File: src/rtl/sarseq_pkg.sv
package sarseq_pkg;
  typedef enum logic [1:0] {
    PH_SAMPLE = 2'd0,
    PH_CONV   = 2'd1,
    PH_EOC    = 2'd2
  } phase_e;
endpackage

File: src/rtl/sarseq_slot_timer.sv
module sarseq_slot_timer
  import sarseq_pkg::*;
#(
  parameter int SAMPLE_CYC = 13,
  parameter int RES        = 10,
  parameter int NCH        = 16,
  localparam int SLOT      = SAMPLE_CYC + RES + 1,
  localparam int CW        = $clog2(SLOT),
  localparam int HW        = $clog2(NCH)
) (
  input  logic          clk_i,
  input  logic          rst_ni,
  output logic [CW-1:0] cyc_o,
  output logic [HW-1:0] ch_o,
  output phase_e        phase_o,
  output logic          last_o
);
  logic [CW-1:0] cyc_q;
  logic [HW-1:0] ch_q;

  assign last_o = (cyc_q == CW'(SLOT - 1));

  always_ff @(posedge clk_i or negedge rst_ni) begin
    if (!rst_ni) begin
      cyc_q <= '0;
      ch_q  <= '0;
    end else if (last_o) begin
      cyc_q <= '0;
      ch_q  <= (ch_q == HW'(NCH - 1)) ? '0 : ch_q + 1'b1;
    end else begin
      cyc_q <= cyc_q + 1'b1;
    end
  end

  always_comb begin
    if (cyc_q < CW'(SAMPLE_CYC))            phase_o = PH_SAMPLE;
    else if (cyc_q < CW'(SAMPLE_CYC + RES)) phase_o = PH_CONV;
    else                                    phase_o = PH_EOC;
  end

  assign cyc_o = cyc_q;
  assign ch_o  = ch_q;

  AST_SLOT_WRAP: assert property (@(posedge clk_i) disable iff (!rst_ni)
    last_o |=> (cyc_q == '0));
  AST_CH_HOLD: assert property (@(posedge clk_i) disable iff (!rst_ni)
    !last_o |=> $stable(ch_q));
  AST_CH_STEP: assert property (@(posedge clk_i) disable iff (!rst_ni)
    last_o |=> (ch_q == HW'((int'($past(ch_q)) + 1) % NCH)));
endmodule

File: src/rtl/sarseq_sar_core.sv
module sarseq_sar_core
  import sarseq_pkg::*;
#(
  parameter int RES        = 10,
  parameter int SAMPLE_CYC = 13,
  parameter int CW         = 5
) (
  input  logic           clk_i,
  input  logic           rst_ni,
  input  logic           active_i,
  input  phase_e         phase_i,
  input  logic [CW-1:0]  cyc_i,
  input  logic           cmp_i,
  output logic [RES-1:0] code_o
);
  localparam logic [RES-1:0] MSB = {1'b1, {(RES-1){1'b0}}};

  logic [RES-1:0] code_q;
  logic [RES-1:0] mask_q;   // one-hot trial bit, shifts right per decision

  always_ff @(posedge clk_i or negedge rst_ni) begin
    if (!rst_ni) begin
      code_q <= '0;
      mask_q <= '0;
    end else if (active_i) begin
      unique case (phase_i)
        PH_SAMPLE: begin
          if (cyc_i == CW'(SAMPLE_CYC - 1)) begin
            code_q <= MSB;
            mask_q <= MSB;
          end
        end
        PH_CONV: begin
          code_q <= (code_q & ~mask_q) | (cmp_i ? mask_q : '0) | (mask_q >> 1);
          mask_q <= mask_q >> 1;
        end
        default: begin
          code_q <= '0;
          mask_q <= '0;
        end
      endcase
    end
  end

  assign code_o = code_q;

  AST_SAMPLE_ZERO: assert property (@(posedge clk_i) disable iff (!rst_ni)
    (active_i && phase_i == PH_SAMPLE) |-> (code_o == '0));
  AST_IDLE_ZERO: assert property (@(posedge clk_i) disable iff (!rst_ni)
    !active_i |-> (code_o == '0));
  AST_EOC_CLEARS: assert property (@(posedge clk_i) disable iff (!rst_ni)
    (active_i && phase_i == PH_EOC) |=> (code_o == '0));
endmodule

File: src/rtl/sarseq_serializer.sv
module sarseq_serializer #(
  parameter int RES  = 10,
  parameter int NSUB = 2,
  parameter int CW   = 5,
  localparam int SW  = (NSUB > 1) ? $clog2(NSUB) : 1
) (
  input  logic                clk_i,
  input  logic                rst_ni,
  input  logic                last_i,
  input  logic [CW-1:0]       cyc_i,
  input  logic [SW-1:0]       sub_i,
  input  logic [NSUB*RES-1:0] word_i,
  output logic                dout_o,
  output logic                frame_o,
  output logic [NSUB-1:0]     dsel_o
);
  logic [RES-1:0]  sel_word;
  logic [RES-1:0]  sh_q;
  logic [NSUB-1:0] dsel_q;
  logic            valid_q;

  always_comb begin
    sel_word = '0;
    for (int s = 0; s < NSUB; s++)
      if (sub_i == SW'(s)) sel_word = word_i[s*RES +: RES];
  end

  always_ff @(posedge clk_i or negedge rst_ni) begin
    if (!rst_ni) begin
      sh_q    <= '0;
      dsel_q  <= '0;
      valid_q <= 1'b0;
    end else if (last_i) begin
      sh_q    <= sel_word;
      dsel_q  <= NSUB'(1) << sub_i;
      valid_q <= 1'b1;
    end else if (cyc_i < CW'(RES)) begin
      sh_q <= sh_q << 1;
    end
  end

  assign dout_o  = valid_q && (cyc_i < CW'(RES)) && sh_q[RES-1];
  assign frame_o = valid_q && (cyc_i == '0);
  assign dsel_o  = dsel_q;

  AST_FRAME_AFTER_EOC: assert property (@(posedge clk_i) disable iff (!rst_ni)
    frame_o |-> $past(last_i));
  AST_DSEL_ONEHOT: assert property (@(posedge clk_i) disable iff (!rst_ni)
    $onehot0(dsel_o));
  AST_DSEL_HOLD: assert property (@(posedge clk_i) disable iff (!rst_ni)
    !last_i |=> $stable(dsel_o));
endmodule

File: src/rtl/mc_sar_sequencer.sv
module mc_sar_sequencer
  import sarseq_pkg::*;
#(
  parameter int RES        = 10,
  parameter int SAMPLE_CYC = 13,
  parameter int CH_PER_SUB = 8,
  parameter int NSUB       = 2,
  localparam int NCH       = CH_PER_SUB * NSUB,
  localparam int HW        = $clog2(NCH),
  localparam int MW        = $clog2(CH_PER_SUB),
  localparam int SW        = (NSUB > 1) ? $clog2(NSUB) : 1,
  localparam int SLOT      = SAMPLE_CYC + RES + 1,
  localparam int CW        = $clog2(SLOT)
) (
  input  logic                clk_i,
  input  logic                rst_ni,
  input  logic [NSUB-1:0]     cmp_i,
  output logic [NSUB*RES-1:0] dac_code_o,
  output logic [HW-1:0]       ch_sel_o,
  output logic                eoc_o,
  output logic [NSUB-1:0]     dsel_o,
  output logic                dout_o,
  output logic                frame_o
);
  logic [CW-1:0] cyc;
  logic [HW-1:0] ch;
  phase_e        phase;
  logic          last;
  logic [SW-1:0] sub;

  sarseq_slot_timer #(
    .SAMPLE_CYC(SAMPLE_CYC), .RES(RES), .NCH(NCH)
  ) u_timer (
    .clk_i(clk_i), .rst_ni(rst_ni),
    .cyc_o(cyc), .ch_o(ch), .phase_o(phase), .last_o(last)
  );

  assign sub = SW'(ch >> MW);

  for (genvar g = 0; g < NSUB; g++) begin : g_sar
    sarseq_sar_core #(
      .RES(RES), .SAMPLE_CYC(SAMPLE_CYC), .CW(CW)
    ) u_sar (
      .clk_i(clk_i), .rst_ni(rst_ni),
      .active_i(sub == SW'(g)), .phase_i(phase), .cyc_i(cyc),
      .cmp_i(cmp_i[g]), .code_o(dac_code_o[g*RES +: RES])
    );
  end

  sarseq_serializer #(
    .RES(RES), .NSUB(NSUB), .CW(CW)
  ) u_ser (
    .clk_i(clk_i), .rst_ni(rst_ni),
    .last_i(last), .cyc_i(cyc), .sub_i(sub), .word_i(dac_code_o),
    .dout_o(dout_o), .frame_o(frame_o), .dsel_o(dsel_o)
  );

  assign ch_sel_o = ch;
  assign eoc_o    = last;

  AST_EOC_SINGLE: assert property (@(posedge clk_i) disable iff (!rst_ni)
    eoc_o |=> !eoc_o);
  AST_EOC_TO_FRAME_DSEL: assert property (@(posedge clk_i) disable iff (!rst_ni)
    eoc_o |=> (dsel_o != '0));
endmodule

File: config.mk
export PLATFORM = sky130hd
export DESIGN_NAME = mc_sar_sequencer
export DESIGN_NICKNAME = d
export VERILOG_FILES = /design/src/rtl/sarseq_pkg.sv /design/src/rtl/sarseq_slot_timer.sv /design/src/rtl/sarseq_sar_core.sv /design/src/rtl/sarseq_serializer.sv /design/src/rtl/mc_sar_sequencer.sv
export SDC_FILE = /design/constraint.sdc
export NUM_CORES = 1
export LEC_CHECK = 0
export BUFFER_PORTS_ARGS = -buffer_cell sky130_fd_sc_hd__buf_4
export CAP_MARGIN = 30
export CORE_AREA = 5 5 100 102
export CTS_CLUSTER_DIAMETER = 100
export CTS_CLUSTER_SIZE = 20
export DETAILED_ROUTE_END_ITERATION = 6
export DIE_AREA = 0 0 105 107
export GPL_TIMING_DRIVEN = 0
export PLACE_DENSITY = 0.61
export SETUP_SLACK_MARGIN = 0.2
export SKIP_LAST_GASP = 1
export SLEW_MARGIN = 20
export SYNTH_ARGS = -nofsm -noshare
export SYNTH_HDL_FRONTEND = slang
export SYNTH_SLANG_ARGS = --single-unit
File: constraint.sdc
create_clock -name clk_i -period 2.1 [get_ports clk_i]
set_clock_uncertainty 0.15 [all_clocks]
set_input_delay 0.21 -clock clk_i [delete_from_list [all_inputs] [get_ports clk_i]]
set_output_delay 0.21 -clock clk_i [all_outputs]
set_load 0.01 [all_outputs]
# Word level (Yosys, flattened, before mapping)
# Index checks and enable logic that the tools add are counted.
# word_totals
reg_bits	62
inputBits	4
# classes
addsub	2
order_cmp	3
n_eq_ne	5
shift	1
n_mux	14
bitwise_logic	9
n_reduce_logical	8
# ops
cell	count
10-bit case mux with 2 select lines	4
10-bit 2-to-1 mux	6
10-bit AND	2
10-bit inverter	2
10-bit bitwise OR	2
10-bit by 9-bit bitwise OR with 10-bit output	2
5-bit by 4-bit < comparator with 1-bit output, second input constant	2
5-bit by 1-bit adder with 5-bit output, second input constant	1
5-bit by 4-bit == test with 1-bit output, second input constant	1
5-bit == test, second input constant	1
5-bit zero test	1
5-bit < comparator, second input constant	1
5-bit 2-to-1 mux	1
4-bit by 1-bit adder with 4-bit output, second input constant	1
4-bit == test, second input constant	1
2-bit 2-to-1 mux	2
4-bit 2-to-1 mux	1
2-bit AND reduction	2
1-bit logical AND	3
2-bit by 1-bit == test with 1-bit output, second input constant	1
2-bit zero test	1
2-bit by 1-bit != test with 1-bit output, second input constant	1
2-bit nonzero test	1
1-bit by 1-bit << shifter with 2-bit output, first input constant	1
1-bit inverter	1

# Longest topological paths before layout
# Gate-level depths: netlist of the first run.
# logic_depth
depth_word	6
ltp_mapped	8

# Modules after synthesis
# Synthesis of the first run repeated with hierarchy kept, for this count alone.
# hier_totals
hier_cells	338
hier_area_um2	3443.3
# modules_own_cells
mod	instances	cells_per_inst	area_per_inst_um2	seq_area_each_um2
sarseq_sar_core	2	114	1098.6	500.5
sarseq_serializer	1	70	798.3	325.3
sarseq_slot_timer	1	39	444.2	225.2
mc_sar_sequencer	1	1	3.8	0.0

# Worst setup path after synthesis of the first run
# OpenSTA, ideal clock, no wires.
# synth_timing
path_kind	register -> register
from	register u_timer.cyc_q[0] (netlist: u_timer.cyc_o[0])
to	register g_sar[0].u_sar.mask_q[3]
t_arrival_ps	1583
setup_slack_ps	246
path_stages_with_launch	8
synth_period_minus_slack_ps	1854
cell_sequence	dfrtp_1 -> inv_1 -> ha_1 -> o311ai_4 -> a21o_1 -> buf_4 -> nor2_4 -> a22o_1
# synth_via
elab_chain_cells	6
elab_cells_between_ends	10
cone_classes	order compare: 2; eq/ne: 3; mux: 3; reduce/logical: 2
# synth_lines
item	line_no	rtl
from (decl)	sarseq_slot_timer.sv:18	logic [CW-1:0] cyc_q;
from (signal assigned)	sarseq_slot_timer.sv:31	cyc_q <= cyc_q + 1'b1;
5-bit < comparator	sarseq_slot_timer.sv:37	else if (cyc_q < CW'(SAMPLE_CYC + RES)) phase_o = PH_CONV;
2-bit 2-to-1 mux	sarseq_slot_timer.sv:37	
2-bit 2-to-1 mux	sarseq_slot_timer.sv:36	if (cyc_q < CW'(SAMPLE_CYC)) phase_o = PH_SAMPLE;
2-bit zero test	sarseq_sar_core.sv:26	unique case (phase_i)
2-bit by 1-bit != test with 1-bit output (no source line)	-	
2-bit AND reduction (no source line)	-	
to (signal assigned)	sarseq_sar_core.sv:35	mask_q <= mask_q >> 1;
to (decl)	sarseq_sar_core.sv:19	logic [RES-1:0] mask_q;
# Parallel ways exist; a longest one is shown, timed or not.
# A chain may end at the register's enable or synchronous reset.

# Worst setup path in the final report of the first run
# layout_timing
from	register u_timer.cyc_q[1] (netlist: u_timer.cyc_o[1])
to	register g_sar[1].u_sar.mask_q[8]
# layout_via
elab_chain_cells	6
elab_cells_between_ends	10
cone_classes	order compare: 2; eq/ne: 3; mux: 3; reduce/logical: 2
# layout_lines
item	line_no
5-bit < comparator	sarseq_slot_timer.sv:37
2-bit 2-to-1 mux	sarseq_slot_timer.sv:37
2-bit 2-to-1 mux	sarseq_slot_timer.sv:36
2-bit zero test	sarseq_sar_core.sv:26
2-bit by 1-bit != test with 1-bit output (no source line)	-
2-bit AND reduction (no source line)	-
to (signal assigned)	sarseq_sar_core.sv:35
to (decl)	sarseq_sar_core.sv:19
# Parallel ways exist; a longest one is shown, timed or not.

==> results of run 1 <==
==> power by group through the flow <==
stage | registers, mW | clock network [mW] | logic (mW)
after CTS | 1.21 | 0.962 | 0.0499
after global routing | 1.21 | 1.02 | 0.0590
after global placement | 1.23 | 0 | 0.0461
after detailed placement | 1.23 | 0 | 0.0463
final | 1.21 | 0.942 | 0.0513
after floorplan | 1.23 | 0 | 0.0153
==> worst min-delay path, cell delays in order (launching register included) <==
cell and delay, ns:
dfrtp_1 0.35, nand2_1 0.05, nand2_1 0.05
==> final cells by class <==
cell class	instances	share of cell area, %
clock buffer	11	3.23
multi-input combinational	202	36.8
timing repair buffer	74	15.3
sequential	62	35.5
inverter	6	0.686
buffer	20	4.57
clock inverter	5	0.771
tap	111	3.17
==> logic make-up (layout without fill, tap and decap cells) <==
| kind of cell | Yosys count | in the layout |
|---|---|---|
| buf+inv | 26 | 116 |
| xor+xnor | 3 | 3 |
| mux | 11 | 11 |
| compound gates | 81 | 81 |
| fa+ha+maj | 3 | 3 |
| simple gates | 102 | 104 |
| flops | 62 | 62 |
==> worst max path at each step <==
stage | slack (ns) | endpoint | startpoint | depth (start not counted)
2_1_floorplan | 0.25 | g_sar[0].u_sar.mask_q[3]$_DFFE_PN0P_ | u_timer.cyc_o[0]$_DFF_PN0_ | 7
3_3_place_gp | 0.07 | g_sar[1].u_sar.code_o[2]$_DFFE_PN0P_ | u_timer.cyc_o[0]$_DFF_PN0_ | 7
3_5_place_dp | 0.02 | g_sar[1].u_sar.code_o[1]$_DFFE_PN0P_ | u_timer.cyc_o[0]$_DFF_PN0_ | 6
4_1_cts | 0.07 | eoc_o | u_timer.cyc_o[0]$_DFF_PN0_ | 8
5_1_grt | -0.04 | g_sar[1].u_sar.mask_q[7]$_DFFE_PN0P_ | u_timer.cyc_o[1]$_DFF_PN0_ | 10
6_report | 0.02 | g_sar[1].u_sar.mask_q[8]$_DFFE_PN0P_ | u_timer.cyc_o[1]$_DFF_PN0_ | 10
==> flip-flops by register name (all words and copies together), names as in the netlist <==
register            flops
g_sar.u_sar.mask_q     20
u_timer.cyc_o           5
u_ser.dsel_o            2
u_ser.valid_q           1
g_sar.u_sar.code_o     20
u_ser.sh_q             10
u_timer.ch_o            4
==> placed cells by master (no fill, tap or decap), types with 7 or more instances in the layout <==
| cell | netlist | routed |
|---|---|---|
| nand2_1 | 14 | 11 |
| o21ai_0 | 15 | 15 |
| buf_6 | 5 | 20 |
| a21oi_1 | 15 | 11 |
| dfrtp_1 | 62 | 60 |
| a22o_1 | 18 | 18 |
| nor2_1 | 32 | 29 |
| buf_4 | 4 | 56 |
| nor4_2 | 0 | 7 |
| nor3_1 | 9 | 9 |
| nor3b_1 | 8 | 8 |
| buf_8 | 0 | 7 |
| clkbuf_8 | 0 | 10 |
| o21a_1 | 9 | 9 |
| nor2b_1 | 9 | 9 |
| mux2i_1 | 11 | 10 |
==> metal layers <==
layer  GRT usage [%]  up-vias  share of wire, %
li1                -     1226                 -
met1            18.8     1269                44
met2            23.8       56                50
met3            3.25       15               3.6
met4            6.30        0               2.0
met5               0        -                 0
==> timing repair <==
item / CTS / global route
hold buffers: 1 / 0
gates resized for setup: 39 / 54
cloned: 3 / 2
pin swaps: 20 / 27
setup buffers: 21 / 19
endpoints found under the hold margin: 62 / 0
setup endpoints to repair: 50 / 53
==> out/metrics.cfg, run 1 <==
[yosys]
synthTopCellsByCount=dfrtp_1 (62), nor2_1 (32), a22o_1 (18), a21oi_1 (15), o21ai_0 (15)
synthSimpleGateAreaFrac_pct=18.3
yosysMostFrequentCell=dfrtp_1
synth_compound_area_share_pct=19.8
synth_area_leaders=dfrtp_1 (51%), a22o_1 (5.2%), nor2_1 (3.9%)
async_reset_ff_share_pct=100
syn_nets=295
synth_mux_area_share_pct=3.61
synth-warning-count=0
synthXorXnorAreaFrac_pct=0.862
yosysUniqueCellTypes=43
synthAdderAreaFrac_pct=1.23
syn_area_sq_mm=0.00305
netlist.area_leader.share_pct=50.9
ys_ff_latch=62
synth_top_area_cell=dfrtp_1
yosysSeqAreaShare_pct=50.9
synth_top_family_by_area=compound AO/OA/AOI/OAI gates
netlist_instances=288
synthFlopType=dfrtp_1
syn_avg_cell_area_sq_um=10.6
synth_edf_count=0

[place]
place_ws_ns=0.0155
portBuffers=30
gp_congestion=0.785
hpwlAfterDp_microns=4900
placed_cells=429
postPlaceCellArea_sq_mm=0.00341

[grt]
grt_pass1_wl_microns=13100
grt_usage_pct=14.7
grt_max_degree=63
first_global_vias=2512
grt.overflow.total=0
antenna_found_initial=0

[power_and_ir_drop]
power_leakage_nw=1.91
pwr-share-seq_pct=54.9
p_switching_mw=0.525
power.total_mw=2.20
ir_worst_vdd_mv=0.215
cellPowerDensity_mw_per_mm2=502
combPwrFrac_pct=2.3
power_switching_share_pct=23.9
p_int_mw=1.68
clkPwrFrac_pct=42.8

[final_layout]
final_cell_count_no_fill=491
ff_latch_area_sq_mm=0.00155
final_core_util_pct=48.6
nets=382
fillers=797
design_area_sq_mm=0.00438
multi_input_area_sq_mm=0.00161
antennaDiodeCount=0
drive_above_1_share_pct=40.8
syn2layout_area_growth_pct=43.7

[timing]
finalCriticalPeriod_ns=2.08
fmax_mhz=482
setup_violations=0
grt_setup_unrepaired=true
finalCritPeriodShare_pct=98.8
setup_tns_ns=0
final.setup.worst_slack_ns=0.0243
finalMaxSlewViolations=0
worst_pin_slew_ns=0.808
relSlewSlack_pct=46.1
whs_ns=0.324
final_hold_viol_count=0

[status]
status=finished clean

[clocking]
htreeDepth=3
cts-root-buf=clkbuf_8
clk_pin_slew_ns=0.07
cts_tree=built
clock-sinks=62
clkLatencyLatePin_ns=0.34
cts_buffers=9
clockBufferDepth=2

[floorplan]
die_w_microns=105
fp.coreArea_sq_mm=0.00902
num_rows=35
die_h_microns=107
ioPinCount=33
start_util_pct=33.8
die_area_sq_mm=0.0112

[route]
drc=0
wl_microns=8640
ant_nets=0
drt_pass1_iterations=4
initialDrtViolationCount=111
vias_per_cell=5.23
wl_per_cell_microns=17.6
num_vias=2566

[setup_path]
crit_chain=buf_6 -> inv_4 -> ha_4 -> o311ai_4 -> a21bo_1 -> buf_6 -> buf_8 -> buf_12 -> nor2_4 -> a22o_1
crit_path_max_fanout=5
rr_worst_depth=10
rrSetupSlack_ns=0.02
reg2reg_to=g_sar[1].u_sar.mask_q[8]$_DFFE_PN0P_
path_buf_inv=5
r2r_start=u_timer.cyc_o[1]$_DFF_PN0_
crit_top_cell=buf_6
slowest_delay_ns=0.43
arrival_ns=2.15
critPathKind=register to register
crit_family=compound AO/OA/AOI/OAI gates
cpMaxStageDelayCell=dfrtp_2
critPathCaptureType=register
startpoint_type=register
critical_path_required_ns=2.18

[min_path]
worstHoldStart=u_ser.dsel_o[1]$_DFFE_PN0P_
whs_endpoint=u_ser.dsel_o[1]$_DFFE_PN0P_
hp-class=register to register
hold-path-cell-count=2

[flow_run]
cap_violations=0

Note: power is estimated with default switching activity, not from simulation.
==> run 2, diff against run 1 <==
--- a/config.mk
+++ b/config.mk
@@ -14,7 +14,7 @@
 export DIE_AREA = 0 0 105 107
 export GPL_TIMING_DRIVEN = 0
 export PLACE_DENSITY = 0.61
-export SETUP_SLACK_MARGIN = 0.2
+export SETUP_SLACK_MARGIN = 0.4
 export SKIP_LAST_GASP = 1
 export SLEW_MARGIN = 20
 export SYNTH_ARGS = -nofsm -noshare
==> run 2 against run 1 <==
Against the previous run: sequential share of layout area up 0.91 points; non-clock buffer count down 13; critical path depth down 3; total power up 6.6%; clock-buffer cell count down 2; register-to-register slack better by 0.07 ns; utilization down 1.2 points; via count down 1.6%; sequential cell count unchanged; die area unchanged; sequential power about the same; largest cell class unchanged; highest routed layer unchanged.
==> out/metrics.cfg, run 2 (synthesis results as in run 1) <==
[setup_path]
cpMaxStageDelayCell=dfrtp_2
critPathCaptureType=output pin
startpoint=u_timer.cyc_o[1]$_DFF_PN0_
slowest_delay_ns=0.41
crit_top_cell=buf_6
critical_path_required_ns=1.74
startpoint_type=register
rr_worst_depth=9
r2r_start=u_timer.cyc_o[0]$_DFF_PN0_
crit_chain=ha_4 -> nand2_4 -> or3_4 -> buf_6 -> clkinv_4 -> buf_6 -> buf_6
crit_end=eoc_o
reg2reg_to=g_sar[1].u_sar.mask_q[5]$_DFFE_PN0P_
critPathKind=register to output pin
rrSetupSlack_ns=0.09
crit_path_max_fanout=4
arrival_ns=1.66

[grt]
grt_pass1_wl_microns=12800
grt_usage_pct=14.3
grt_max_degree=63
first_global_vias=2470
grt.overflow.total=0
antenna_found_initial=0

[final_layout]
nets=369
drive_above_1_share_pct=40.3
fillers=857
syn2layout_area_growth_pct=40.1
design_area_sq_mm=0.00427
final_common_cell=dfrtp_1
antennaDiodeCount=0
final_cell_mix=dfrtp_1 (60), buf_4 (45), nor2_1 (29)

[power_and_ir_drop]
clkPwrFrac_pct=46.3
pwr-share-seq_pct=51.5
p_int_mw=1.77
combPwrFrac_pct=2.2
power_leakage_nw=1.88
power_switching_share_pct=24.7
ir_worst_vdd_mv=0.282
p_switching_mw=0.579
cellPowerDensity_mw_per_mm2=549

[floorplan]
die_area_sq_mm=0.0112
die_w_microns=105
die_h_microns=107
ioPinCount=33
num_rows=35
start_util_pct=33.8
fp.coreArea_sq_mm=0.00902

[route]
drt-met1-wl_microns=3720
ant_nets=0
wl_per_cell_microns=17.1
topRoutingLayerUsed=met4
num_vias=2524
drt_pass1_iterations=4
drc=0
initialDrtViolationCount=121
route.met3.wl_microns=411
met2WireLength_microns=3880
wl_microns=8180
vias_per_cell=5.28

[clocking]
cts_buffers=9
cts-root-buf=clkbuf_8
htreeDepth=3
clock-sinks=62
clockBufferDepth=2
cts_tree=built
clk_pin_slew_ns=0.08
clkLatencyLatePin_ns=0.35

[timing]
setup_violations=0
finalCriticalPeriod_ns=2.02
fmax_mhz=494
finalCritPeriodShare_pct=96.4
setup_tns_ns=0
final_hold_viol_count=0
grt_setup_unrepaired=true
worst_pin_slew_ns=0.814
relSlewSlack_pct=45.7
finalMaxSlewViolations=0

[place]
hpwlAfterDp_microns=4930
gp_congestion=0.785
portBuffers=30
postPlaceCellArea_sq_mm=0.00344

[flow_run]
cap_violations=0

[min_path]
hp-class=input pin to asynchronous set/reset pin

[status]
status=finished clean

## run 2: changes by cell type in the layout (fill, tap and decap cells not counted), moves of 4 or more
cell      change
nor4_1        +4
a21oi_1       -4
a21oi_2       +6
nor4b_1       +5
a211oi_1      -4
nand2_1       -4
buf_4        -11
## run 2: how the worst min path moves through the flow
stage | slack, ns | to | depth (start not counted)
after floorplan | -0.24 | g_sar[0].u_sar.code_o[0]$_DFFE_PN0P_ | 0
after global routing | 0.33 | g_sar[1].u_sar.code_o[9]$_DFFE_PN0P_ | 3
final | 0.32 | g_sar[1].u_sar.code_o[1]$_DFFE_PN0P_ | 2
after detailed placement | 0.21 | g_sar[1].u_sar.code_o[0]$_DFFE_PN0P_ | 1
after CTS | 0.29 | g_sar[1].u_sar.code_o[9]$_DFFE_PN0P_ | 3
after global placement | 0.20 | g_sar[1].u_sar.code_o[1]$_DFFE_PN0P_ | 1
## run 2: metal layers
layer / vias up / global-route usage (%)
met3: 11 / 4.82
met4: 0 / 5.57
li1: 1197 / -
met1: 1253 / 18.3
met5: - / 0
met2: 63 / 22.3
## run 2: critical path: cells and delay by family (launching register included)
| family | cells | cell delay [ns] |
|---|---|---|
| and+or+nand+nor | 2 | 0.38 |
| adders and majority gates | 1 | 0.16 |
| buffers and inverters | 4 | 0.37 |
| DFF | 1 | 0.41 |
## run 2: power groups by stage
stage / sequential, mW / clock, mW / combinational (mW)
2_1_floorplan: 1.23 / 0 / 0.0154
3_3_place_gp: 1.23 / 0 / 0.0465
3_5_place_dp: 1.23 / 0 / 0.0477
4_1_cts: 1.21 / 1.10 / 0.0500
5_1_grt: 1.21 / 1.17 / 0.0607
6_report: 1.21 / 1.09 / 0.0523
## run 2: layout make-up
| type | count | area (sq um) | share of cell area, % |
|---|---|---|---|
| Clock buffer | 9 | 124 | 2.90 |
| Timing Repair Buffer | 61 | 572 | 13.4 |
| Sequential cell | 62 | 1550 | 36.4 |
| Tap cell | 111 | 139 | 3.25 |
| Multi-Input combinational cell | 202 | 1590 | 37.3 |
| Clock inverter | 7 | 73.8 | 1.73 |
| Buffer | 20 | 181 | 4.25 |
| Inverter | 6 | 32.5 | 0.762 |
## run 2: metrics by stage
stage	total power, mW	instances	utilization (%)	setup slack [ns]	hold slack (ns)
after floorplan	1.24	288	-	0.309	-0.236
after global placement	1.28	429	38.1	0.128	0.197
after detailed placement	1.28	429	38.1	0.113	0.209
after CTS	2.35	460	43.0	0.0946	0.294
after global routing	2.44	478	47.3	0.0134	0.333
final	2.35	478	47.3	0.0765	0.323
## run 2: timing repair
action / 4_1_cts / 5_1_grt
setup endpoints to repair: 63 / 63
hold endpoints to repair: 62 / 0
gates cloned: 0 / 4
pin swaps: 9 / 28
gates resized for setup: 32 / 54
setup buffers: 14 / 14
hold buffers: 1 / 0
==> run 3, diff against run 2 <==
--- a/config.mk
+++ b/config.mk
@@ -7,13 +7,13 @@
 export LEC_CHECK = 0
 export BUFFER_PORTS_ARGS = -buffer_cell sky130_fd_sc_hd__buf_4
 export CAP_MARGIN = 30
-export CORE_AREA = 5 5 100 102
+export CORE_AREA = 5 5 114 89
 export CTS_CLUSTER_DIAMETER = 100
 export CTS_CLUSTER_SIZE = 20
 export DETAILED_ROUTE_END_ITERATION = 6
-export DIE_AREA = 0 0 105 107
+export DIE_AREA = 0 0 119 94
 export GPL_TIMING_DRIVEN = 0
-export PLACE_DENSITY = 0.61
+export PLACE_DENSITY = 0.62
 export SETUP_SLACK_MARGIN = 0.4
 export SKIP_LAST_GASP = 1
 export SLEW_MARGIN = 20
==> run 3 against run 2 <==
Against the previous run: cell area rose by 8.4%; global-route usage rose by 1.3 points; critical path type unchanged; worst setup slack got worse by 0.015 ns; cell count rose by 3.3%; clock-buffer cell count rose by 1; register-to-register slack barely moved.
==> out/metrics.cfg, run 3 (synthesis results as in run 1) <==
[power_and_ir_drop]
cellPowerDensity_mw_per_mm2=561
power_leakage_nw=2.01
ir_worst_vdd_mv=0.516

[route]
drc=0
wl_per_cell_microns=17.4
drt_pass1_iterations=4
num_vias=2592
ant_nets=0
vias_per_cell=5.25
initialDrtViolationCount=166
wl_microns=8600

[timing]
final.setup.worst_slack_ns=0.0618
setup_tns_ns=0
final_hold_viol_count=0
relSlewSlack_pct=46.0
finalCriticalPeriod_ns=2.04
fmax_mhz=491
setup_violations=0
finalCritPeriodShare_pct=97.1
grt_setup_unrepaired=true
finalMaxSlewViolations=0
worst_pin_slew_ns=0.809

[floorplan]
start_util_pct=34.4
num_rows=30
die_h_microns=94
die_w_microns=119
fp.coreArea_sq_mm=0.00886
ioPinCount=33
die_area_sq_mm=0.0112

[clocking]
clock-sinks=62
clk_pin_slew_ns=0.05
cts_buffers=9
cts_tree=built
clockBufferDepth=2
htreeDepth=3
cts-root-buf=clkbuf_16
clkLatencyLatePin_ns=0.33

[place]
portBuffers=30
gp_congestion=0.780
place_ws_ns=0.101
hpwlAfterDp_microns=5070

[status]
status=finished clean

[flow_run]
cap_violations=0

[grt]
grt.overflow.total=0
grt_pass1_wl_microns=13700
grt_max_degree=63
first_global_vias=2587
grt_usage_pct=15.6
antenna_found_initial=0

[setup_path]
rrSetupSlack_ns=0.08
path_buf_inv=5
rr_worst_depth=9
crit_family=buffers and inverters
r2r_start=u_timer.cyc_o[1]$_DFF_PN0_
slowest_delay_ns=0.37
critical_path_required_ns=1.74
startpoint_type=register
crit_path_max_fanout=2
crit_top_cell=buf_6
cpMaxStageDelayCell=dfrtp_2
critPathKind=register to output pin
critPathCaptureType=output pin
arrival_ns=1.68
reg2reg_to=g_sar[1].u_sar.code_o[8]$_DFFE_PN0P_
crit_chain=buf_6 -> ha_4 -> nand2_4 -> or3_4 -> buf_6 -> clkinv_4 -> buf_6 -> buf_6

[final_layout]
nets=384
drive_above_1_share_pct=45.5
syn2layout_area_growth_pct=51.8
antennaDiodeCount=0
final_cell_mix=dfrtp_1 (60), buf_4 (53), buf_6 (27), nor2_1 (27), a22o_1 (18)
final_common_cell=dfrtp_1

[min_path]
hp-class=input pin to asynchronous set/reset pin

==> run 3: layout make-up <==
class / instances / area (sq um)
fill: 756 / 4230
multi-input combinational: 201 / 1700
sequential: 62 / 1550
timing repair buffer: 77 / 744
clock buffer: 10 / 229
buffer: 20 / 184
tap: 112 / 140
clock inverter: 6 / 38.8
inverter: 6 / 32.5
==> run 3: layer usage <==
layer  global-route usage, %  part of all wire, %  vias to the layer above
met5                       0                    0                        -
met3                    3.79                  4.2                        7
li1                        -                    -                     1234
met2                    24.8                   48                       47
met1                    21.1                   47                     1304
met4                    4.34                 0.99                        0
==> run 3: worst max-delay path by stage <==
stage                                from                                    to  slack, ns  depth (start not counted)
2_1_floorplan  u_timer.cyc_o[1]$_DFF_PN0_  g_sar[1].u_sar.code_o[0]$_DFFE_PN0P_       0.31                          7
3_3_place_gp   u_timer.cyc_o[1]$_DFF_PN0_  g_sar[1].u_sar.code_o[2]$_DFFE_PN0P_       0.13                          4
3_5_place_dp   u_timer.cyc_o[1]$_DFF_PN0_  g_sar[1].u_sar.code_o[0]$_DFFE_PN0P_       0.10                          4
4_1_cts        u_timer.cyc_o[1]$_DFF_PN0_                                 eoc_o       0.08                          7
5_1_grt        u_timer.cyc_o[1]$_DFF_PN0_  g_sar[0].u_sar.mask_q[7]$_DFFE_PN0P_      0.002                          7
6_report       u_timer.cyc_o[0]$_DFF_PN0_                                 eoc_o       0.06                          8
==> run 3: per-stage QoR <==
stage               instances  power, mW  hold slack, ns  utilization (%)  cell area [sq um]
global placement          430       1.28           0.197             38.8               3440
floorplan                 288       1.24          -0.236                -               3070
CTS                       476       2.61           0.336             47.6               4220
global route              494       2.67           0.394             52.2               4630
finish                    494       2.60           0.352             52.2               4630
detailed placement        430       1.28           0.200             38.8               3440
==> run 3: repair_timing <==
action | 4_1_cts | 5_1_grt
setup buffers | 24 | 18
endpoints found under the hold margin | 62 | 0
gates cloned | 5 | 0
resized for setup | 67 | 49
hold buffers | 1 | 0
endpoints found under the setup margin | 63 | 63
pin swaps | 22 | 16
==> run 3: where the power goes <==
| group | total (mW) | internal (mW) | switching [mW] |
|---|---|---|---|
| Sequential | 1.21 | 1.20 | 0.00674 |
| Clock | 1.33 | 0.793 | 0.537 |
| Combinational | 0.0544 | 0.0158 | 0.0386 |
